## src/rtl/diag_seq_pkg.sv

```systemverilog
package diag_seq_pkg;
  localparam int TEST_W = 2;
  localparam int LEAF_W = 3;
  localparam int NODE_W = 3;

  localparam logic [TEST_W-1:0] TEST_T1 = 2'd0;
  localparam logic [TEST_W-1:0] TEST_T2 = 2'd1;
  localparam logic [TEST_W-1:0] TEST_T3 = 2'd2;
  localparam logic [TEST_W-1:0] TEST_T4 = 2'd3;

  localparam logic [LEAF_W-1:0] LEAF_CLEAN   = 3'd0;
  localparam logic [LEAF_W-1:0] LEAF_B_HI    = 3'd1;
  localparam logic [LEAF_W-1:0] LEAF_A_HI    = 3'd2;
  localparam logic [LEAF_W-1:0] LEAF_CDE_HI  = 3'd3;
  localparam logic [LEAF_W-1:0] LEAF_ABD_LO  = 3'd4;
  localparam logic [LEAF_W-1:0] LEAF_E_LO    = 3'd5;
  localparam logic [LEAF_W-1:0] LEAF_C_LO    = 3'd6;
  localparam logic [LEAF_W-1:0] LEAF_MAX     = LEAF_C_LO;

  typedef enum logic [NODE_W-1:0] {
    ND_IDLE,
    ND_ROOT,
    ND_LO_T2,
    ND_HI_T1,
    ND_HI_T3A,
    ND_HI_T2,
    ND_HI_T3B,
    ND_DONE
  } node_e;

  typedef struct packed {
    logic                is_leaf;
    node_e               node;
    logic [LEAF_W-1:0]   leaf;
  } branch_t;
endpackage

```

## src/rtl/diag_node_table.sv

```systemverilog
module diag_node_table
  import diag_seq_pkg::*;
(
  input  node_e             node_i,
  output logic              is_test_o,
  output logic [TEST_W-1:0] test_o,
  output branch_t           on_pass_o,
  output branch_t           on_fail_o
);
  function automatic branch_t go_node(input node_e n);
    go_node = '{is_leaf: 1'b0, node: n, leaf: '0};
  endfunction

  function automatic branch_t go_leaf(input logic [LEAF_W-1:0] l);
    go_leaf = '{is_leaf: 1'b1, node: ND_DONE, leaf: l};
  endfunction

  always_comb begin
    is_test_o = 1'b1;
    test_o    = TEST_T4;
    on_pass_o = go_node(ND_IDLE);
    on_fail_o = go_node(ND_IDLE);
    unique case (node_i)
      ND_ROOT: begin
        test_o    = TEST_T4;
        on_pass_o = go_node(ND_HI_T1);
        on_fail_o = go_node(ND_LO_T2);
      end
      ND_LO_T2: begin
        test_o    = TEST_T2;
        on_pass_o = go_leaf(LEAF_ABD_LO);
        on_fail_o = go_leaf(LEAF_E_LO);
      end
      ND_HI_T1: begin
        test_o    = TEST_T1;
        on_pass_o = go_node(ND_HI_T2);
        on_fail_o = go_node(ND_HI_T3A);
      end
      ND_HI_T3A: begin
        test_o    = TEST_T3;
        on_pass_o = go_leaf(LEAF_A_HI);
        on_fail_o = go_leaf(LEAF_CDE_HI);
      end
      ND_HI_T2: begin
        test_o    = TEST_T2;
        on_pass_o = go_node(ND_HI_T3B);
        on_fail_o = go_leaf(LEAF_C_LO);
      end
      ND_HI_T3B: begin
        test_o    = TEST_T3;
        on_pass_o = go_leaf(LEAF_CLEAN);
        on_fail_o = go_leaf(LEAF_B_HI);
      end
      default: begin
        is_test_o = 1'b0;
        test_o    = '0;
      end
    endcase
  end
endmodule

```

## src/rtl/diag_seq_ctrl.sv

```systemverilog
module diag_seq_ctrl
  import diag_seq_pkg::*;
(
  input  logic              clk,
  input  logic              rst_n,
  input  logic              start_i,
  input  logic              res_valid_i,
  input  logic              res_fail_i,
  input  branch_t           on_pass_i,
  input  branch_t           on_fail_i,
  output node_e             node_o,
  output logic              done_o,
  output logic [LEAF_W-1:0] leaf_o
);
  node_e             node_q, node_d;
  logic [LEAF_W-1:0] leaf_q, leaf_d;
  logic              leaf_en;
  branch_t           taken;

  always_comb begin
    node_d  = node_q;
    leaf_d  = leaf_q;
    leaf_en = 1'b0;
    taken   = res_fail_i ? on_fail_i : on_pass_i;
    unique case (node_q)
      ND_IDLE: if (start_i) node_d = ND_ROOT;
      ND_DONE: node_d = ND_IDLE;
      default: begin
        if (res_valid_i) begin
          if (taken.is_leaf) begin
            node_d  = ND_DONE;
            leaf_en = 1'b1;
            leaf_d  = taken.leaf;
          end else begin
            node_d = taken.node;
          end
        end
      end
    endcase
  end

  always_ff @(posedge clk or negedge rst_n) begin
    if (!rst_n) node_q <= ND_IDLE;
    else        node_q <= node_d;
  end

  always_ff @(posedge clk or negedge rst_n) begin
    if (!rst_n)       leaf_q <= '0;
    else if (leaf_en) leaf_q <= leaf_d;
  end

  assign node_o = node_q;
  assign done_o = (node_q == ND_DONE);
  assign leaf_o = done_o ? leaf_q : '0;
endmodule

```

## src/rtl/diag_tree_seq.sv

```systemverilog
module diag_tree_seq
  import diag_seq_pkg::*;
(
  input  logic              clk,
  input  logic              rst_n,
  input  logic              start_i,
  output logic              req_valid_o,
  output logic [TEST_W-1:0] req_test_o,
  input  logic              res_valid_i,
  input  logic              res_fail_i,
  output logic              done_o,
  output logic [LEAF_W-1:0] leaf_o
);
  node_e   node_q;
  branch_t on_pass, on_fail;
  logic    is_test;

  diag_node_table table_i (
    .node_i    (node_q),
    .is_test_o (is_test),
    .test_o    (req_test_o),
    .on_pass_o (on_pass),
    .on_fail_o (on_fail)
  );

  diag_seq_ctrl ctrl_i (
    .clk         (clk),
    .rst_n       (rst_n),
    .start_i     (start_i),
    .res_valid_i (res_valid_i),
    .res_fail_i  (res_fail_i),
    .on_pass_i   (on_pass),
    .on_fail_i   (on_fail),
    .node_o      (node_q),
    .done_o      (done_o),
    .leaf_o      (leaf_o)
  );

  assign req_valid_o = is_test;
endmodule

```

## config.mk

```make
export PLATFORM = sky130hd
export DESIGN_NAME = diag_tree_seq
export DESIGN_NICKNAME = d
export VERILOG_FILES = /design/src/rtl/diag_seq_pkg.sv /design/src/rtl/diag_node_table.sv /design/src/rtl/diag_seq_ctrl.sv /design/src/rtl/diag_tree_seq.sv
export SDC_FILE = /design/constraint.sdc
export NUM_CORES = 1
export LEC_CHECK = 0
export CAP_MARGIN = 20
export CELL_PAD_IN_SITES_DETAIL_PLACEMENT = 0
export CELL_PAD_IN_SITES_GLOBAL_PLACEMENT = 1
export CORE_AREA = 2 2 39 41
export CTS_CLUSTER_DIAMETER = 40
export DETAILED_ROUTE_END_ITERATION = 16
export DIE_AREA = 0 0 41 43
export DONT_BUFFER_PORTS = 1
export PLACE_DENSITY = 0.55
export SLEW_MARGIN = 15
export SYNTH_ARGS = -nofsm -noshare
export SYNTH_HDL_FRONTEND = slang
export SYNTH_SLANG_ARGS = --single-unit
```

## constraint.sdc

```tcl
create_clock -name clk -period 3.3 [get_ports clk]
set_input_delay 0.99 -clock clk [delete_from_list [all_inputs] [get_ports clk]]
set_output_delay 0.99 -clock clk [all_outputs]
set_load 0.01 [all_outputs]
```

==> impl_metrics.env, run 1 <==
export IMPL_cts_root_buf="clkbuf_4"
export IMPL_rows=14
export IMPL_arrival_ns=1.45
export IMPL_max_slew_worst_pin_slew_ns=0.410
export IMPL_io_pin_count=12
export IMPL_crit_fanout=15
export IMPL_drv_cap=0
export IMPL_worst_ir_drop_vdd_uv=374
export IMPL_cp_slowest_stage_delay_ns=0.59
export IMPL_p_sw_share_pct=43.8
export IMPL_synth_area_um2=425
export IMPL_yosysSeqAreaShare_pct=35.3
export IMPL_cp_end_kind="primary output"
export IMPL_fin_crit_sh_pct=74.0
export IMPL_die_w_um=41
export IMPL_synth_area_leaders="dfrtp_1 35%, nand2b_1 7.4%, buf_6 5.3%, a21oi_1 4.7%, and2_1 4.4%"
export IMPL_fin_cells=61
export IMPL_antenna_found_initial=0
export IMPL_finalPower_mw=0.431
export IMPL_slew_violations=0
export IMPL_drive_above_1_share_pct=11.1
export IMPL_holdBufCountCts=0
export IMPL_synth_flop_cell="dfrtp_1"
export IMPL_synth_most_common_cell="dfrtp_1"
export IMPL_overflow=0
export IMPL_portBuffers=0
export IMPL_postSynthCellCount=47
export IMPL_maxSlewHeadroom_pct=72.7
export IMPL_syn_avg_cell_area_um2=9.05
export IMPL_tritoncts="done"
export IMPL_diodes=0
export IMPL_setup_violations=0
export IMPL_fin_skew_ns=0.00131
export IMPL_r2r_start="ctrl_i.node_o[0]$_DFFE_PN0P_"
export IMPL_internal_power_mw=0.242
export IMPL_slowest_stage="dfrtp_1"
export IMPL_core_area_mm2=0.00138
export IMPL_hold_path_class="in -> async"
export IMPL_hold_viol=0
export IMPL_cts_buffers=3
export IMPL_die_y_um=43
export IMPL_grt_pass1_wl_um=1520
export IMPL_path_cells="and3_1, and2_1"
export IMPL_yosysUniqueCellTypes=26
export IMPL_nets=52
export IMPL_synth_edf_count=0
export IMPL_power_density_mw_per_mm2=1010
export IMPL_worst_path_buf_inv=0
export IMPL_pwr_share_clk_pct=15.7
export IMPL_areaGrowthSynthToFinish_pct=0.588
export IMPL_insertion_delay_ns=0.24
export IMPL_synth_net_count=52
export IMPL_gr_usage_met3_pct=5.24
export IMPL_cts_htree_levels=1
export IMPL_wirelength_um=937
export IMPL_grtUsageMet1_pct=18.8
export IMPL_gr_usage_met2_pct=15.0
export IMPL_fmax_ghz=0.410
export IMPL_synth_async_reset_ratio_pct=100
export IMPL_final_util_pct=30.9
export IMPL_r2r_end="ctrl_i.node_o[0]$_DFFE_PN0P_"
export IMPL_leakagePower_nw=0.180
export IMPL_p_sw_mw=0.189
export IMPL_yosysTopAreaCellShare_pct=35.3
export IMPL_num_vias=330
export IMPL_cp_top_family="simple AND/OR/NAND/NOR gates"
export IMPL_worstPathRequired_ns=2.31
export IMPL_top_usage_layer="met1"
export IMPL_status="finished clean"
export IMPL_dr_first_iter_drc_count=1
export IMPL_cts_resized=0
export IMPL_start_util_pct=30.7
export IMPL_gp_congestion=0.797
export IMPL_criticalPathCategory="reg -> out"
export IMPL_ant_nets=0
export IMPL_yosys_area_top_type="dfrtp_1"
export IMPL_yosys_warnings=0
export IMPL_place_inst=58
export IMPL_drt_pass1_iterations=4
export IMPL_rsz0062_at_grt="no"
export IMPL_cts_sinks=6
export IMPL_grt_pass1_vias=318
export IMPL_drc=0
export IMPL_combPwrFrac_pct=41.8
export IMPL_path_clk_slew_ns=0.05
export IMPL_cp_start_kind="register"
export IMPL_grt_max_degree=16
export IMPL_reg2regPathDepth=3
export IMPL_ys_top_cells_by_count="6 x dfrtp_1, 5 x nand2b_1, 4 x a21oi_1, 4 x nor2_1, 3 x and2_1"
export IMPL_cts_setup_buffers=0
export IMPL_rrSetupSlack_ns=2.01
export IMPL_track_usage_pct=12.9
export IMPL_post_drt_wl_per_cell_um=15.4
export IMPL_seqPwrFrac_pct=42.5
export IMPL_synth_seq_cells=6
export IMPL_startpoint="ctrl_i.node_o[2]$_DFFE_PN0P_"
export IMPL_clock_path_buffers=2
export IMPL_period_minus_slack_ns=2.44
export IMPL_tns_ns=0
export IMPL_place_hpwl_um=674
export IMPL_via_per_inst=5.41
export IMPL_design_die_area_mm2=0.00176
## metal layers
metal	part of all wire, %	up-vias	routed length [um]
met4	0	0	0
met1	45	155	420
met2	47	13	439
met5	0	-	0
met3	8.2	0	77
li1	-	162	-
## layout by cell type (no fill, tap or decap), types with 2 or more instances in the layout
master    n
a21oi_1   4
and2_1    3
and3_1    2
clkbuf_4  3
dfrtp_1   6
nand2b_1  5
nor2_1    4
o21ai_1   2
## how the worst max path moves through the flow
stage	slack (ns)	depth (start not counted)	end
floorplan	1.40	3	req_test_o[0]
global placement	1.13	2	leaf_o[1]
detailed placement	1.07	2	leaf_o[1]
CTS	0.82	2	leaf_o[1]
global route	0.75	2	leaf_o[0]
finish	0.86	2	leaf_o[1]
## registers in the layout (all words and copies together), names as in the netlist
signal         count
ctrl_i.leaf_q      3
ctrl_i.node_o      3
## logic make-up after synthesis
group	count (synthesis)	share of synthesized area [%]
AOI/OAI and AO/OA	13	20.6
xor gates and xnor gates	1	2.06
muxes	2	5.00
DFF	6	35.3
buffers and inverters	5	9.41
and+or+nand+nor	20	27.6
## cell type report
type / instances / area, um2
fillers: 152 / 956
multi-input cells: 36 / 235
flip-flops and latches: 6 / 150
clock buffers: 3 / 22.5
well taps: 16 / 20.0
## per-stage QoR
step	setup slack, ns	cell area [um2]	hold WS, ns
global placement	1.13	405	0.485
finish	0.859	428	0.443
CTS	0.822	428	0.436
detailed placement	1.07	405	0.495
floorplan	1.40	425	0.464
global route	0.745	428	0.422
## power by group through the flow
stage	Sequential (mW)	Combinational (mW)	Clock (mW)
final	0.183	0.180	0.0678
after global routing	0.193	0.203	0.0759
after CTS	0.183	0.185	0.0708
after detailed placement	0.184	0.184	0
after global placement	0.179	0.182	0
after floorplan	0.133	0.230	0
No activity file was read; power rests on OpenSTA's default activity.
==> inputs of run 2 (changes only) <==
--- a/config.mk
+++ b/config.mk
@@ -5,6 +5,7 @@
 export SDC_FILE = /design/constraint.sdc
 export NUM_CORES = 1
 export LEC_CHECK = 0
+export ABC_AREA = 1
 export CAP_MARGIN = 20
 export CELL_PAD_IN_SITES_DETAIL_PLACEMENT = 0
 export CELL_PAD_IN_SITES_GLOBAL_PLACEMENT = 1
@@ -13,7 +14,7 @@
 export DETAILED_ROUTE_END_ITERATION = 16
 export DIE_AREA = 0 0 41 43
 export DONT_BUFFER_PORTS = 1
-export PLACE_DENSITY = 0.55
+export PLACE_DENSITY = 0.63
 export SLEW_MARGIN = 15
 export SYNTH_ARGS = -nofsm -noshare
 export SYNTH_HDL_FRONTEND = slang
==> constraint.sdc (replaced) <==
create_clock -name clk -period 2 [get_ports clk]
set_input_delay 0.6 -clock clk [delete_from_list [all_inputs] [get_ports clk]]
set_output_delay 0.6 -clock clk [all_outputs]
set_load 0.01 [all_outputs]
==> impl_metrics.env, run 2 <==
export IMPL_status="finished clean"
export IMPL_cts_htree_levels=1
export IMPL_path_clk_slew_ns=0.05
export IMPL_track_usage_pct=14.2
export IMPL_wirelength_um=1040
export IMPL_rsz0062_at_grt="no"
export IMPL_num_vias=427
export IMPL_worst_path_buf_inv=1
export IMPL_syn_avg_cell_area_um2=6.69
export IMPL_synth_top_family_by_area="simple AND/OR/NAND/NOR gates"
export IMPL_yosys_area_top_type="dfrtp_1"
export IMPL_synth_seq_cells=6
export IMPL_met2WireLength_um=480
export IMPL_fmax_ghz=0.537
export IMPL_synth_async_reset_ratio_pct=100
export IMPL_synth_flop_cell="dfrtp_1"
export IMPL_yosysTopAreaCellShare_pct=33.5
export IMPL_path_cells="inv_1, nand2_1, a21oi_1"
export IMPL_setup_violations=0
export IMPL_final_cell_mix="19 x nand2_1, 10 x inv_1, 7 x nor2_1"
export IMPL_synth_most_common_cell="nand2_1"
export IMPL_synth_mux_area_share_pct=0
export IMPL_synth_adder_area_share_pct=0
export IMPL_slowest_stage="dfrtp_1"
export IMPL_antenna_found_initial=0
export IMPL_hold_path_class="in -> async"
export IMPL_place_hpwl_um=827
export IMPL_drt_pass1_iterations=3
export IMPL_via_per_inst=5.02
export IMPL_leakagePower_nw=0.258
export IMPL_period_minus_slack_ns=1.86
export IMPL_place_inst=82
export IMPL_fin_cells=85
export IMPL_cts_resized=0
export IMPL_fin_area_um2=479
export IMPL_cp_top_family="flip-flops"
export IMPL_grt_pass1_vias=403
export IMPL_synth_compound_area_share_pct=11.2
export IMPL_worstPathRequired_ns=1.40
export IMPL_top_layer_used="met3"
export IMPL_yosysSeqAreaShare_pct=33.5
export IMPL_io_pin_count=12
export IMPL_ant_nets=0
export IMPL_drc=0
export IMPL_dpl_cell_area_um2=457
export IMPL_grt_pass1_wl_um=1680
export IMPL_dr_first_iter_drc_count=6
export IMPL_maxSlewHeadroom_pct=80.5
export IMPL_layout_commonest_cell="nand2_1"
export IMPL_gp_congestion=0.777
export IMPL_rows=14
export IMPL_yosys_warnings=0
export IMPL_synth_edf_count=0
export IMPL_cts_sinks=6
export IMPL_cp_num_cells=3
export IMPL_worst_ir_drop_vdd_uv=467
export IMPL_wl_met1_um=511
export IMPL_cp_start_kind="register"
export IMPL_grt_max_degree=9
export IMPL_diodes=0
export IMPL_wl_met3_um=53
export IMPL_cts_setup_buffers=0
export IMPL_clock_path_buffers=2
export IMPL_cp_slowest_stage_delay_ns=0.47
export IMPL_design_die_area_mm2=0.00176
export IMPL_reg2regPathDepth=5
export IMPL_synth_simple_area_share_pct=42.7
export IMPL_slew_violations=0
export IMPL_cts_buffers=3
export IMPL_cp_end_kind="primary output"
export IMPL_hold_viol=0
export IMPL_fin_skew_ns=0.000327
export IMPL_overflow=0
export IMPL_ys_top_cells_by_count="19 x nand2_1, 10 x inv_1, 7 x nor2_1"
export IMPL_insertion_delay_ns=0.24
export IMPL_tritoncts="done"
export IMPL_yosysUniqueCellTypes=17
export IMPL_drive_above_1_share_pct=15.9
export IMPL_holdBufCountCts=0
export IMPL_tns_ns=0
export IMPL_criticalPathCategory="reg -> out"
export IMPL_arrival_ns=1.26
export IMPL_nets=76
export IMPL_die_y_um=43
export IMPL_cts_root_buf="clkbuf_4"
export IMPL_die_w_um=41
export IMPL_post_drt_wl_per_cell_um=12.3
export IMPL_start_util_pct=32.4
export IMPL_core_area_mm2=0.00138
export IMPL_synth_area_leaders="dfrtp_1 34%, nand2_1 16%, inv_1 8.4%, nand3_1 6.7%, nor2_1 5.9%"
export IMPL_synth_area_um2=448
export IMPL_synth_net_count=72
export IMPL_max_slew_worst_pin_slew_ns=0.293
export IMPL_power_density_mw_per_mm2=1740
export IMPL_fin_crit_sh_pct=93.1
export IMPL_drv_cap=0
export IMPL_portBuffers=0
export IMPL_postSynthCellCount=67
export IMPL_areaGrowthSynthToFinish_pct=6.98
export IMPL_crit_fanout=8
export IMPL_synth_xor_area_share_pct=0
run 2: cell count changes in the layout (fill, tap and decap cells not counted), sizes merged, moves of 2 or more:
cell | previous run | this run
and3 | 2 | 0
nand2 | 1 | 21
o211ai | 1 | 3
nand3 | 0 | 8
nand2b | 5 | 0
nor2 | 4 | 9
inv | 0 | 12
and2 | 3 | 0
run 2: through the flow:
stage / hold WS, ns / setup WS, ns / util, % / power [mW]
final: 0.0494 / 0.138 / 34.6 / 0.834
after floorplan: 0.304 / 0.493 / - / 0.653
after global placement: 0.305 / 0.430 / 33.0 / 0.732
after global routing: 0.0301 / 0.0637 / 34.6 / 0.929
after CTS: 0.0388 / 0.133 / 34.6 / 0.847
after detailed placement: 0.305 / 0.403 / 33.0 / 0.726
run 2: kinds of logic (layout without fill, tap and decap cells):
group | after synthesis | in the layout
AND/OR/NAND/NOR | 40 | 40
buffers and inverters | 13 | 15
AO/OA/AOI/OAI | 8 | 8
flip-flops | 6 | 6
run 2: layout make-up:
cell class / instances / area (um2)
Fill cell: 165 / 905
Inverter: 12 / 45.0
Clock buffer: 3 / 22.5
Tap cell: 16 / 20.0
Sequential cell: 6 / 150
Multi-Input combinational cell: 48 / 241
run 2: per-layer routing:
| metal | GRT usage, % | vias up |
|---|---|---|
| met5 | 0 | - |
| met4 | 4.00 | 0 |
| met3 | 7.33 | 0 |
| met2 | 18.8 | 12 |
| met1 | 19.9 | 197 |
| li1 | - | 218 |
run 2: where the power goes:
group,switching (mW),internal (mW),total [mW]
combinational,0.307,0.148,0.455
clock,0.0458,0.0680,0.114
sequential,0.0864,0.179,0.265
total,0.439,0.395,0.834
run 2: final timing paths:
kind / slack [ns] / end / start
setup / recovery: 0.14 / req_test_o[0] / ctrl_i.node_o[0]$_DFFE_PN0P_
max in group asynchronous: 1.88 / ctrl_i.leaf_q[1]$_DFFE_PN0P_ / rst_n
setup reg to reg: 0.85 / ctrl_i.leaf_q[2]$_DFFE_PN0P_ / ctrl_i.node_o[0]$_DFFE_PN0P_
hold / removal: 0.05 / ctrl_i.node_o[0]$_DFFE_PN0P_ / rst_n
hold reg to reg: 0.46 / ctrl_i.leaf_q[0]$_DFFE_PN0P_ / ctrl_i.leaf_q[0]$_DFFE_PN0P_
min in group clk: 0.46 / ctrl_i.leaf_q[0]$_DFFE_PN0P_ / ctrl_i.leaf_q[0]$_DFFE_PN0P_
